File: src/rtl/sereep_pkg.sv
package sereep_pkg;

    typedef enum logic [2:0] {
        OP_READ  = 3'd0,
        OP_WRITE = 3'd1,
        OP_ERASE = 3'd2,
        OP_WREN  = 3'd3,
        OP_WRDIS = 3'd4
    } op_e;

    typedef enum logic [1:0] {
        ST_IDLE  = 2'd0,
        ST_SHIFT = 2'd1,
        ST_GAP   = 2'd2,
        ST_READY = 2'd3
    } st_e;

    localparam logic [2:0] OP_LAST = 3'd4;

endpackage

File: src/rtl/sereep_sck_div.sv
module sereep_sck_div #(
    parameter int DIV_HALF = 4
) (
    input  logic clk,
    input  logic rst_n,
    input  logic en,
    output logic tick
);
    localparam int CW = (DIV_HALF < 2) ? 1 : $clog2(DIV_HALF);
    localparam logic [CW-1:0] LAST = CW'(DIV_HALF - 1);

    logic [CW-1:0] cnt_d, cnt_q;

    always_comb begin
        tick  = en && (cnt_q == LAST);
        cnt_d = cnt_q;
        if (!en || cnt_q == LAST) cnt_d = '0;
        else                      cnt_d = cnt_q + 1'b1;
    end

    always_ff @(posedge clk or negedge rst_n) begin
        if (!rst_n) cnt_q <= '0;
        else        cnt_q <= cnt_d;
    end

    AST_DIV_RESTART: assert property (@(posedge clk) disable iff (!rst_n)
        !$past(en) |-> cnt_q == '0) else $error("divider kept counting while off");

endmodule

File: src/rtl/sereep_timer.sv
module sereep_timer #(
    parameter int LIMIT = 1500000
) (
    input  logic clk,
    input  logic rst_n,
    input  logic clr,
    input  logic run,
    output logic expired
);
    localparam int TW = $clog2(LIMIT + 1);
    localparam logic [TW-1:0] LAST = TW'(LIMIT - 1);

    logic [TW-1:0] cnt_d, cnt_q;

    always_comb begin
        expired = run && (cnt_q == LAST);
        cnt_d   = cnt_q;
        if (clr)                       cnt_d = '0;
        else if (run && cnt_q != LAST) cnt_d = cnt_q + 1'b1;
    end

    always_ff @(posedge clk or negedge rst_n) begin
        if (!rst_n) cnt_q <= '0;
        else        cnt_q <= cnt_d;
    end

    AST_TMR_CLEARED: assert property (@(posedge clk) disable iff (!rst_n)
        clr |=> cnt_q == '0) else $error("timer not restarted");

endmodule

File: src/rtl/sereep_ctl.sv
module sereep_ctl
    import sereep_pkg::*;
#(
    parameter int ADDR_W      = 6,
    parameter int DATA_W      = 16,
    parameter int DIV_HALF    = 4,
    parameter int TIMEOUT_CYC = 1500000
) (
    input  logic              clk,
    input  logic              rst_n,
    input  logic              cmd_wr,
    input  logic              cmd_go,
    input  logic [2:0]        cmd_op,
    input  logic [ADDR_W-1:0] cmd_addr,
    input  logic              dat_wr,
    input  logic [DATA_W-1:0] dat_wdata,
    input  logic              cfg_wr,
    input  logic              cfg_disable,
    input  logic [1:0]        cfg_gpo,
    output logic              busy,
    output logic              timeout,
    output logic [DATA_W-1:0] dat_rdata,
    output logic              sio_cs,
    output logic              sio_sck,
    output logic              sio_di,
    input  logic              sio_do
);
    localparam int HDR_W   = 3 + ADDR_W;
    localparam int SH_W    = HDR_W + DATA_W;
    localparam int FRM_MAX = HDR_W + 1 + DATA_W;
    localparam int BW      = $clog2(FRM_MAX + 1);

    typedef struct packed {
        st_e               st;
        op_e               op;
        logic              busy;
        logic              tout;
        logic              wen;
        logic              cs;
        logic              sck;
        logic              cfg_dis;
        logic [1:0]        gpo;
        logic [BW-1:0]     bitc;
        logic [BW-1:0]     nbits;
        logic [SH_W-1:0]   sh;
        logic [DATA_W-1:0] rx;
        logic [DATA_W-1:0] data;
    } regs_t;

    regs_t r_d, r_q;

    logic              tick, tmr_exp, launch, start, locked;
    logic [1:0]        f_opc;
    logic [ADDR_W-1:0] f_addr;
    logic [DATA_W-1:0] f_data;
    logic [BW-1:0]     f_nbits;

    sereep_sck_div #(.DIV_HALF(DIV_HALF)) u_div (
        .clk  (clk),
        .rst_n(rst_n),
        .en   (r_q.st == ST_SHIFT || r_q.st == ST_GAP),
        .tick (tick)
    );

    sereep_timer #(.LIMIT(TIMEOUT_CYC)) u_tmr (
        .clk    (clk),
        .rst_n  (rst_n),
        .clr    (launch),
        .run    (r_q.busy),
        .expired(tmr_exp)
    );

    // frame fields for the command being written
    always_comb begin
        f_opc   = 2'b00;
        f_addr  = cmd_addr;
        f_data  = '0;
        f_nbits = BW'(HDR_W);
        case (cmd_op)
            OP_READ:  begin f_opc = 2'b10; f_nbits = BW'(FRM_MAX); end
            OP_WRITE: begin f_opc = 2'b01; f_data = r_q.data; f_nbits = BW'(SH_W); end
            OP_ERASE: f_opc = 2'b11;
            OP_WREN:  f_addr = {2'b11, {(ADDR_W-2){1'b0}}};
            default:  f_addr = '0;
        endcase
    end

    always_comb begin
        r_d    = r_q;
        start  = cmd_wr && cmd_go && !r_q.busy && !r_q.cfg_dis && (cmd_op <= OP_LAST);
        locked = (cmd_op == OP_WRITE || cmd_op == OP_ERASE) && !r_q.wen;
        launch = start && !locked;

        if (dat_wr && !r_q.busy) r_d.data = dat_wdata;
        if (cfg_wr && !r_q.busy) begin
            r_d.cfg_dis = cfg_disable;
            r_d.gpo     = cfg_gpo;
        end

        case (r_q.st)
            ST_IDLE: begin
                if (launch) begin
                    r_d.st    = ST_SHIFT;
                    r_d.op    = op_e'(cmd_op);
                    r_d.busy  = 1'b1;
                    r_d.tout  = 1'b0;
                    r_d.cs    = 1'b1;
                    r_d.sck   = 1'b0;
                    r_d.bitc  = '0;
                    r_d.nbits = f_nbits;
                    r_d.sh    = {1'b1, f_opc, f_addr, f_data};
                    r_d.rx    = '0;
                end
            end
            ST_SHIFT: begin
                if (tick) begin
                    if (!r_q.sck) begin
                        r_d.sck = 1'b1;
                        if (r_q.op == OP_READ && r_q.bitc >= BW'(HDR_W + 1))
                            r_d.rx = {r_q.rx[DATA_W-2:0], sio_do};
                    end else begin
                        r_d.sck = 1'b0;
                        if (r_q.bitc == r_q.nbits - BW'(1)) begin
                            r_d.cs = 1'b0;
                            if (r_q.op == OP_WRITE || r_q.op == OP_ERASE) begin
                                r_d.st = ST_GAP;
                            end else begin
                                r_d.st   = ST_IDLE;
                                r_d.busy = 1'b0;
                                if (r_q.op == OP_READ)  r_d.data = r_q.rx;
                                if (r_q.op == OP_WREN)  r_d.wen  = 1'b1;
                                if (r_q.op == OP_WRDIS) r_d.wen  = 1'b0;
                            end
                        end else begin
                            r_d.bitc = r_q.bitc + BW'(1);
                            r_d.sh   = {r_q.sh[SH_W-2:0], 1'b0};
                        end
                    end
                end
            end
            ST_GAP: begin
                if (tick) begin
                    r_d.st = ST_READY;
                    r_d.cs = 1'b1;
                end
            end
            default: begin
                if (sio_do) begin
                    r_d.st   = ST_IDLE;
                    r_d.cs   = 1'b0;
                    r_d.busy = 1'b0;
                end
            end
        endcase

        if (tmr_exp && r_d.busy) begin
            r_d.st   = ST_IDLE;
            r_d.cs   = 1'b0;
            r_d.sck  = 1'b0;
            r_d.busy = 1'b0;
            r_d.tout = 1'b1;
        end
    end

    always_ff @(posedge clk or negedge rst_n) begin
        if (!rst_n) r_q <= '0;
        else        r_q <= r_d;
    end

    assign busy      = r_q.busy;
    assign timeout   = r_q.tout;
    assign dat_rdata = r_q.data;
    assign sio_cs    = r_q.cfg_dis ? 1'b0       : r_q.cs;
    assign sio_sck   = r_q.cfg_dis ? r_q.gpo[1] : r_q.sck;
    assign sio_di    = r_q.cfg_dis ? r_q.gpo[0] : (r_q.st == ST_SHIFT && r_q.sh[SH_W-1]);

    AST_READ_STARTS: assert property (@(posedge clk) disable iff (!rst_n)
        (cmd_wr && cmd_go && !r_q.busy && !r_q.cfg_dis && cmd_op == OP_READ) |=> busy)
        else $error("read not started");

    AST_BUSY_IGNORES_CMD: assert property (@(posedge clk) disable iff (!rst_n)
        (r_q.busy && cmd_wr) |=> r_q.op == $past(r_q.op))
        else $error("command taken while busy");

    AST_DI_HOLD_HIGH: assert property (@(posedge clk) disable iff (!rst_n)
        (!r_q.cfg_dis && $past(!r_q.cfg_dis) && sio_sck && $past(sio_sck)) |-> $stable(sio_di))
        else $error("data changed while clock high");

    AST_LOCKED_REFUSED: assert property (@(posedge clk) disable iff (!rst_n)
        (cmd_wr && cmd_go && !r_q.busy && !r_q.wen && (cmd_op == OP_WRITE || cmd_op == OP_ERASE))
        |=> (!busy && !sio_cs)) else $error("locked command ran");

    AST_TIMEOUT_ENDS: assert property (@(posedge clk) disable iff (!rst_n)
        tmr_exp |=> !busy) else $error("busy after timeout");

    AST_DISABLED_IDLE: assert property (@(posedge clk) disable iff (!rst_n)
        r_q.cfg_dis |-> !r_q.busy) else $error("busy while disabled");

endmodule

File: config.mk
export PLATFORM = sky130hd
export DESIGN_NAME = sereep_ctl
export DESIGN_NICKNAME = d
export VERILOG_FILES = /design/src/rtl/sereep_pkg.sv /design/src/rtl/sereep_sck_div.sv /design/src/rtl/sereep_timer.sv /design/src/rtl/sereep_ctl.sv
export SDC_FILE = /design/constraint.sdc
export NUM_CORES = 1
export LEC_CHECK = 0
export ABC_AREA = 1
export CORE_MARGIN = 4
export CORE_UTILIZATION = 58
export CTS_CLUSTER_DIAMETER = 60
export DETAILED_ROUTE_END_ITERATION = 7
export DONT_BUFFER_PORTS = 1
export PLACE_DENSITY_LB_ADDON = 0.2
export SLEW_MARGIN = 20
export SYNTH_ARGS = -nofsm -noshare
export SYNTH_HDL_FRONTEND = slang
export SYNTH_SLANG_ARGS = --single-unit
File: constraint.sdc
create_clock -name clk -period 5.1 [get_ports clk]
set_clock_uncertainty 0.05 [all_clocks]
set_input_delay 0.765 -clock clk [delete_from_list [all_inputs] [get_ports clk]]
set_output_delay 0.765 -clock clk [all_outputs]
set_load 0.1 [all_outputs]
* Yosys cells after proc, flatten, opt, wreduce, memory -nomap -nowiden
Index checks and enable logic that the tools add are counted.
Operators by class: multiplexer cells 56, reductions and logical operators 41, order comparisons 2, add/subtract/negate cells 4, bitwise logic cells 1, equal/unequal tests 24
Operator list (number):
- 16-bit 2-to-1 mux | 9
- 41-bit case mux with 2 select lines | 1
- 57-bit 2-to-1 mux | 1
- 51-bit 2-to-1 mux | 1
- 25-bit 2-to-1 mux | 2
- 21-bit 2-to-1 mux | 2
- 2-bit 2-to-1 mux | 12
- 21-bit by 1-bit adder with 21-bit output (second input constant) | 1
- 21-bit equality test (second input constant) | 1
- 21-bit inequality test (second input constant) | 1
- 5-bit case mux with 2 select lines | 2
- 1-bit 2-to-1 mux | 16
- 5-bit 2-to-1 mux | 3
- 1-bit logical AND | 14
- 3-bit by 2-bit equality test with 1-bit output (second input constant) | 4
- 2-bit case mux with 3 select lines | 2
- 6-bit case mux with 2 select lines | 1
- 6-bit AND reduction | 2
- 2-bit inequality test (second input constant) | 5
- 5-bit AND reduction | 2
- 2-bit nonzero test | 5
- 3-bit by 2-bit inequality test with 1-bit output (second input constant) | 3
- 7-bit 2-to-1 mux | 1
- 3-bit by 1-bit equality test with 1-bit output (second input constant) | 2
- 24 further kinds | 35
Word-level totals: input bits 35, logic and storage cells 144, output and inout bits 21, register bits after elaboration 103

* Logic depth before layout (Yosys ltp)
depth after elaboration 10, mapped depth 16, gate-level depth less buffers 16

* Cells and area by module
Synthesis repeated with hierarchy kept, for this count alone.
Unflattened totals: cell total of the unflattened synthesis 792, area total of the unflattened synthesis 5908.2 um^2
Modules (own cells, without submodules):
- sereep_ctl | times used 1, seq. area each 1976.9 um^2, area each 4339.2 um^2, cells an instance 554
- sereep_timer | times used 1, seq. area each 525.5 um^2, area each 1480.2 um^2, cells an instance 228
- sereep_sck_div | times used 1, seq. area each 50.0 um^2, area each 88.8 um^2, cells an instance 10

* Worst setup path before layout
Ideal clock, no wire load.
path type register to output, start point reg r_q[79] (netlist bit), end point out sio_di, buffers on the path 1, arrival 3.294 ns, required time 4.285 ns, stages on the path, launching flop included 6, setup slack 0.991 ns, cell sequence dfrtp_1 > inv_1 > ha_1 > inv_2 > buf_2 > o31ai_1
Between the ends: cells in the longest elaborated chain, start to end 3
Ends and longest elaborated chain:
- start, declared | line sereep_ctl.sv:50 | regs_t r_d, r_q;
- start signal, assigned | line sereep_ctl.sv:167 | else r_q <= r_d;
- 2-bit by 1-bit equality test with 1-bit output | line sereep_ctl.sv:175 | assign sio_di = r_q.cfg_dis ? r_q.gpo[0] : (r_q.st == ST_SHIFT && r_q.sh[SH_W-1]);
- 1-bit logical AND | line sereep_ctl.sv:175
- 1-bit 2-to-1 mux | line sereep_ctl.sv:175
- end, declared | line sereep_ctl.sv:25 | output logic sio_di,
No other way between the ends.

* Worst setup path in the final report
Same ends and word-level chain as after synthesis.

==> results.py <==
metrics = {
    "critical_path": {
        "reg2reg_slack_ns": 2.00,
        "cp.required_ns": 4.28,
        "crit_type": "reg -> out",
        "end_kind": "primary output",
        "arrival_ns": 2.47,
        "critPathMaxFanout": 11,
        "startpoint_type": "flip-flop",
    },
    "sta": {
        "max_freq_mhz": 304,
        "period_minus_slack_ns": 3.29,
        "hold_violations": 0,
        "rsz0062_at_grt": "no",
        "slew_headroom_pct": 27.8,
        "drv_slew": 0,
        "tightest_slew_ns": 1.08,
        "setup_viol": 0,
        "setup_tns_ns": 0,
        "min_period_over_period_pct": 64.5,
        "fin_ws_ns": 1.81,
    },
    "placement": {
        "placed_cell_area_um2": 5790,
        "pre_cts_ws_ns": 1.99,
        "port_buffers": 0,
        "gp_congestion": 0.907,
        "hpwl_um": 8870,
    },
    "grt": {
        "grt_pass1_wl_um": 21000,
        "antenna_found_initial": 0,
        "grt.overflow.total": 0,
        "grt_use_met1_pct": 31.7,
        "grt_pass1_vias": 4429,
        "met2_usage_pct": 35.3,
        "use_met3_pct": 3.58,
        "grt.busiest_layer": "met2",
        "grt_max_degree": 103,
        "grtUsageTotal_pct": 22.5,
    },
    "logic_synthesis": {
        "synth_compound_area_share_pct": 10.5,
        "ys_ff_latch": 102,
        "netlist_area_um2": 5860,
        "muxShareOfSynthArea_pct": 3.65,
        "synth_simple_gate_area_share_pct": 27.3,
        "synthAdderAreaFrac_pct": 2.14,
        "synth_top_family_by_area": "simple AND/OR/NAND/NOR gates",
        "avgSynthCellArea_um2": 7.75,
        "synth_xor_area_share_pct": 2.54,
        "ys_warn_count": 0,
        "ys_types": 34,
        "syn_nets": 801,
        "syn_inst": 756,
        "ys_seq_area_share_pct": 43.6,
    },
    "drt": {
        "avgRoutedWirePerCell_um": 14.5,
        "drc": 0,
        "viasPerCell": 5.47,
        "drtIter0Drc": 300,
        "first_pass_iters": 5,
        "drt-total-wl_um": 12500,
        "ant_nets": 0,
        "vias": 4742,
    },
    "floorplan": {
        "placementRows": 36,
        "core-area_um2": 9820,
        "die_y_um": 108,
        "die_w_um": 108,
        "start_util_pct": 59.6,
        "io_pins": 56,
        "fp.dieArea_um2": 11800,
    },
    "status": {
        "outcome": "finished, final reports clean",
    },
    "cells_and_area": {
        "stdcell_area_um2": 6000,
        "synthToLayoutAreaGrowth_pct": 2.48,
        "regArea_um2": 2550,
        "drive_gt1_share_pct": 11.0,
        "multiInputGateArea_um2": 2720,
        "fillers": 924,
        "nets": 774,
        "antenna_cells": 0,
    },
    "cts": {
        "numCtsBuffers": 9,
        "clk_transition_reported_paths_ns": 0.11,
        "cts_buffer_depth": 2,
        "clk_latency_ns": 0.38,
        "clock-root-buffer": "clkbuf_8",
        "clock_sinks": 102,
        "h-tree-depth": 3,
        "cts_resized": 0,
        "cts_tree": "yes",
    },
    "pwr": {
        "powerDensity_nw_per_um2": 545,
        "p_leak_nw": 2.75,
        "ir_drop_mv": 0.316,
    },
    "flow_run": {
        "cap_violations": 0,
    },
    "min_path": {
        "hp-class": "in -> async",
    },
}
-- cell type report --
cell class              count  share of cell area [%]
repair buffers              3                   0.417
well taps                 133                    2.77
inverters                  89                    5.57
multi-input cells         524                    45.3
flip-flops and latches    102                    42.5
clock buffers              10                    2.13
clock inverters             6                    1.27
-- placed cells by master (no fill, tap or decap), types with 9 or more instances in the layout --
| cell | instances |
|---|---|
| o21ai_1 | 41 |
| nand4_1 | 13 |
| mux2_2 | 19 |
| inv_1 | 78 |
| o21ai_2 | 22 |
| nor3_1 | 14 |
| dfrtp_1 | 102 |
| nand3_1 | 66 |
| inv_2 | 11 |
| nor2_1 | 40 |
| o21ai_0 | 25 |
| xor2_1 | 14 |
| clkbuf_8 | 9 |
| ha_1 | 10 |
| nand2_1 | 228 |
-- per-layer routing --
metal / share of wire, % / vias up
li1: - / 2362
met1: 46 / 2237
met2: 47 / 127
met3: 5.6 / 16
met4: 1.7 / 0
met5: 0 / -
-- synthesized netlist by cell type --
| master | instances | area [µm²] |
|---|---|---|
| xnor2_1 | 3 | 26.3 |
| nor2_1 | 41 | 154 |
| o21ai_1 | 41 | 205 |
| nand2_4 | 1 | 11.3 |
| nand3_2 | 1 | 10.0 |
| a21oi_1 | 8 | 40.0 |
| or2_1 | 1 | 6.26 |
| nor3b_1 | 1 | 7.51 |
| nor4_2 | 1 | 12.5 |
| nor2_4 | 3 | 33.8 |
| ha_1 | 10 | 125 |
| nand3_1 | 66 | 330 |
| or2_2 | 1 | 6.26 |
| dfrtp_1 | 102 | 2550 |
| o21a_1 | 1 | 7.51 |
| inv_1 | 78 | 293 |
| mux2_2 | 19 | 214 |
| nand4_1 | 13 | 81.3 |
| buf_4 | 17 | 128 |
| inv_2 | 11 | 41.3 |
| xor2_1 | 14 | 123 |
| buf_2 | 6 | 30.0 |
| buf_6 | 6 | 67.6 |
| o21ai_0 | 26 | 130 |
| nor3_1 | 14 | 70.1 |
| nand2_1 | 228 | 856 |
| o21ai_2 | 21 | 184 |
| o21bai_1 | 1 | 7.51 |
| buf_1 | 2 | 7.51 |
| nand2_2 | 1 | 6.26 |
| o31ai_1 | 2 | 15.0 |
| nor2_2 | 2 | 12.5 |
| clkbuf_1 | 10 | 37.5 |
| o22ai_1 | 4 | 25.0 |
-- worst paths after layout --
check | startpoint | endpoint | cells past startpoint
setup / recovery | r_q[79] | sio_di | 4
hold / removal | rst_n | r_q[52] | 0
setup reg to reg | busy | r_q[46] | 9
hold reg to reg | u_div.cnt_q[0] | u_div.cnt_q[0] | 1
max in group asynchronous | rst_n | r_q[55] | 1
min in group clk | u_div.cnt_q[0] | u_div.cnt_q[0] | 1
-- power breakdown --
group	internal (W)	switching, W	total [W]
Sequential	0.00103	0.000736	0.00177
Clock	0.000236	0.000297	0.000533
Combinational	0.000335	0.000633	0.000968
-- kinds of logic after synthesis --
logic type                 Yosys count
muxes                               19
adders and majority gates           10
xor gates and xnor gates            17
buffers and inverters              130
AOI/OAI and AO/OA                  104
and+or+nand+nor                    374
DFF                                102
-- sequential cells by signal (all words and copies together) (netlist names) --
register     cells
r_q             61
u_tmr.cnt_q     21
dat_rdata       16
u_div.cnt_q      2
busy             1
timeout          1
-- critical path: stages (launching register included) --
cell	delay, ns
dfrtp_1	0.45
inv_1	0.16
ha_1	0.36
inv_2	0.21
o31ai_4	0.93
-- repair_timing --
item	in CTS	in global routing
hold endpoints to repair	0	1
setup buffers	0	0
hold buffers	0	1
-- stage by stage --
| step | util, % | hold slack [ns] | total power [W] | cells |
|---|---|---|---|---|
| floorplan | - | 0.363 | 0.00262 | 756 |
| global placement | 58.9 | 0.373 | 0.00272 | 850 |
| detailed placement | 58.9 | 0.389 | 0.00275 | 850 |
| CTS | 61.0 | 0.00496 | 0.00328 | 866 |
| global route | 61.1 | 0.00139 | 0.00347 | 867 |
| finish | 61.1 | 0.0258 | 0.00327 | 867 |
Note: power is estimated with default switching activity, not from simulation.
